==> config.mk <==
export PLATFORM = sky130hd
export DESIGN_NAME = dma_chan_ctrl
export DESIGN_NICKNAME = d
export VERILOG_FILES = /design/src/rtl/dma_chan_ctrl.sv
export SDC_FILE = /design/constraint.sdc
export NUM_CORES = 1
export LEC_CHECK = 0
export BUFFER_PORTS_ARGS = -buffer_cell sky130_fd_sc_hd__buf_2
export CELL_PAD_IN_SITES_DETAIL_PLACEMENT = 1
export CELL_PAD_IN_SITES_GLOBAL_PLACEMENT = 2
export CORE_UTILIZATION = 17
export DETAILED_ROUTE_END_ITERATION = 12
export PLACE_DENSITY_LB_ADDON = 0.1
export SLEW_MARGIN = 10
export SYNTH_ARGS = -nofsm -noshare
export SYNTH_HDL_FRONTEND = slang
export SYNTH_SLANG_ARGS = --single-unit
==> constraint.sdc <==
create_clock -name clk -period 1.2 [get_ports clk]
set_clock_uncertainty 0.15 [all_clocks]
set_input_delay 0 -clock clk [delete_from_list [all_inputs] [get_ports clk]]
set_output_delay 0 -clock clk [all_outputs]
set_load 0.1 [all_outputs]
==> src/rtl/dma_chan_ctrl.sv <==
module dma_chan_ctrl #(
  parameter int SW_W = 16,
  parameter int GP_N = 4
) (
  input  logic            clk,
  input  logic            rst_n,
  input  logic            wr_en,
  input  logic [2*SW_W-1:0] wr_data,
  output logic [SW_W-1:0] rd_data,
  input  logic            eng_set_halt,
  input  logic            eng_set_dead,
  input  logic            eng_active,
  input  logic            eng_boundary,
  output logic            run_o,
  output logic            pause_o,
  output logic            stop_req
);
  localparam int B_RUN = SW_W - 1;
  localparam int B_PAU = SW_W - 2;
  localparam int B_HLT = SW_W - 3;
  localparam int B_DED = SW_W - 4;
  localparam int B_ACT = SW_W - 5;
  localparam int B_PZD = SW_W - 6;
  localparam int RSV_W = B_PZD - GP_N;

  logic [SW_W-1:0] sel, val;
  logic run_q, pau_q, hlt_q, ded_q, act_q, pzd_q, stop_q;
  logic run_n, pau_n, hlt_n, ded_n;
  logic [GP_N-1:0] gp_q, gp_n;

  assign sel = wr_en ? wr_data[2*SW_W-1:SW_W] : '0;
  assign val = wr_data[SW_W-1:0];

  assign run_n = sel[B_RUN] ? val[B_RUN] : run_q;
  assign pau_n = sel[B_PAU] ? val[B_PAU] : pau_q;
  assign hlt_n = eng_set_halt | (hlt_q & ~(sel[B_HLT] & ~val[B_HLT]));
  assign ded_n = eng_set_dead | (ded_q & ~(sel[B_DED] & ~val[B_DED]));
  assign gp_n  = (gp_q & ~sel[GP_N-1:0]) | (val[GP_N-1:0] & sel[GP_N-1:0]);

  always_ff @(posedge clk or negedge rst_n) begin
    if (!rst_n) begin
      run_q  <= 1'b0;
      pau_q  <= 1'b0;
      hlt_q  <= 1'b0;
      ded_q  <= 1'b0;
      act_q  <= 1'b0;
      pzd_q  <= 1'b0;
      stop_q <= 1'b0;
      gp_q   <= '0;
    end else begin
      run_q  <= run_n;
      pau_q  <= pau_n;
      hlt_q  <= hlt_n;
      ded_q  <= ded_n;
      act_q  <= run_n & ~pau_n & eng_active;
      pzd_q  <= pau_n & eng_boundary;
      stop_q <= run_q & ~run_n;
      gp_q   <= gp_n;
    end
  end

  assign rd_data  = {run_q, pau_q, hlt_q, ded_q, act_q, pzd_q, {RSV_W{1'b0}}, gp_q};
  assign run_o    = run_q;
  assign pause_o  = pau_q;
  assign stop_req = stop_q;
endmodule


==> results.yml <==
cts:
  cts_tree: "yes"
  cts_buffer_depth: 2
  ctsHoldBuffers: 22
  htree_levels: 1
  root_buffer: "clkbuf_4"
  clk_latency_ns: 0.26
  cts_sinks: 11
  cts_buffers: 3
  clk_pin_slew_ns: 0.07
global_routing:
  track_usage_pct: 10.2
  grt_pass1_vias: 565
  grt_max_degree: 12
  overflow: 0
  grt_pass1_wl_um: 2520
  grt_util_met2_pct: 18.8
  grt_util_met1_pct: 11.1
  met3_usage_pct: 3.28
  antenna_found_initial: 0
  grt_busiest_layer: "met2"
yosys:
  synth_area_sq_um: 558
  yosysWarnings: 0
  syn_avg_cell_area_sq_um: 12.1
  synth-seq-area-share_pct: 49.3
  synth_cell_type_count: 16
  synth.ff_latch_count: 11
  syn_inst: 46
cells_and_area:
  area_delta_synth_final_pct: 109
  n_antenna_cell: 0
  nets: 139
  final_util_pct: 38.0
  final_layout_size_suffix_gt1_share_pct: 51.5
  num-fill-cells: 346
floorplan:
  rows: 20
  die_width_um: 59.3
  die-area_sq_mm: 0.00352
  initial_utilization_pct: 18.1
  die_h_um: 59.3
  num_io_pins: 58
  core-area_sq_mm: 0.00308
critical_path:
  cp-end-kind: "register"
  path_max_fanout: 4
  crit_chain: "a21boi_1 > o2111a_1"
  start_kind: "register"
  slowest_delay_ns: 0.52
  crit_type: "reg -> reg"
  critPathTopFamily: "flip-flops"
  cp.buffers_inverters: 0
  required_ns: 1.20
  critPathSlowestCell: "dfrtp_4"
  crit_arrival_ns: 1.17
detailed_routing:
  first_iter_violations: 3
  vias: 502
  ant_nets: 0
  drc: 0
  routed_via_density: 3.51
  finalWirelength_um: 1590
  first_pass_iters: 2
  drt-wirelength-per-cell_um: 11.1
hold_path:
  hp-class: "in -> async"
sta:
  fin_hold_ws_ns: -0.0234
  setup_viol: 0
  hold_viol_final: 8
  drv_slew: 0
  max_freq_mhz: 854
  setup_slack_ns: 0.0288
  tns_ns: 0
  layout_min_cycle_time_ns: 1.17
  rsz0062_at_grt: "yes"
  period_share_pct: 97.6
placed_design:
  port_buffers: 35
  gp_congestion: 0.593
  dp_hpwl_um: 981
  dp_slack_ns: 0.0944
job:
  maxCapViolCount: 0
pwr:
  p_total_mw: 1.52
  irDropWorstVdd_v: 0.000457
  leakage_nw: 0.557
  p_per_area_mw_per_mm2: 1300
run_status:
  violations: "negative hold slack"
  outcome: "complete, but fails checks"
-- placed cells by master (no fill, tap or decap), drive strengths merged --
cell type     count
nand3             1
a21boi            2
buf              35
conb              6
and4b             1
dfrtp            11
a21o              2
a21bo             1
nand3b            2
mux2              4
or2               1
clkbuf            4
dlygate4sd3      21
dlymetal6s4s      1
nand2             5
and3              1
o2111a            1
-- per-layer routing --
layer	up-vias	wire length [um]
li1	245	-
met3	2	113
met5	-	0
met4	0	17
met1	228	645
met2	27	810
-- cells in the mapped netlist --
cell      count  share of area (%)
o2111a_1      1                2.0
a21o_1        2                2.7
and4b_1       1                1.8
a21boi_1      1                1.3
a21boi_2      1                2.0
nand3b_1      2                2.7
a21bo_2       1                1.8
conb_1        1               0.67
mux2_4        4                 11
buf_6         1                2.0
dfrtp_1      11                 49
nand2_1       5                3.4
or2_1         1                1.1
nand3_1       1               0.90
and3_2        1                1.3
buf_4        12                 16
-- worst paths after layout --
kind,startpoint,endpoint,slack [ns],cells after the start
max in group asynchronous,rst_n,run_o,0.43,3
min reg2reg,ded_q,ded_q,0.40,1
min in group clk,wr_en,hlt_q,0.02,3
max,run_o,act_q,0.03,2
min,rst_n,async pin,-0.02,2
max reg2reg,run_o,act_q,0.03,2
-- worst reg2reg max path: cells and delay by family, from the launching register on --
family          cells  cell delay (ns)
flops               1             0.52
compound gates      2             0.39
-- where the power goes --
part	switching, mW	internal, mW
registers	0.0487	0.418
logic	0.506	0.303
clock network	0.120	0.128
total	0.675	0.850
-- metrics by stage --
| stage | cell area, sq um | cells | hold WS [ns] |
|---|---|---|---|
| 3_3_place_gp | 935 | 119 | -0.253 |
| 5_1_grt | 1170 | 143 | -0.0146 |
| 4_1_cts | 1170 | 143 | -0.0249 |
| 3_5_place_dp | 935 | 119 | -0.256 |
| 6_report | 1170 | 143 | -0.0234 |
| 2_1_floorplan | 596 | 51 | -0.446 |
-- what timing repair did --
| item | in CTS | in global routing |
|---|---|---|
| setup endpoints to repair | 4 | 4 |
| gates resized for setup | 0 | 1 |
| buffers inserted | 0 | 0 |
| endpoints found under the hold margin | 22 | 8 |
-- area by class of cell --
class                           instances  area [sq um]  share of cell area [%]
Tap cell                               44          55.1                    4.71
Clock buffer                            4          26.3                    2.25
Sequential cell                        11           288                    24.6
Multi-Input combinational cell         27           206                    17.7
Timing Repair Buffer                   57           593                    50.7
-- cells by family after synthesis --
| group | synth area share (%) |
|---|---|
| other cells | 0.672 |
| mux | 10.8 |
| compound gates | 9.86 |
| simple gates | 11.2 |
| buf+inv | 18.2 |
| flops | 49.3 |
Note: power is estimated with default switching activity, not from simulation.
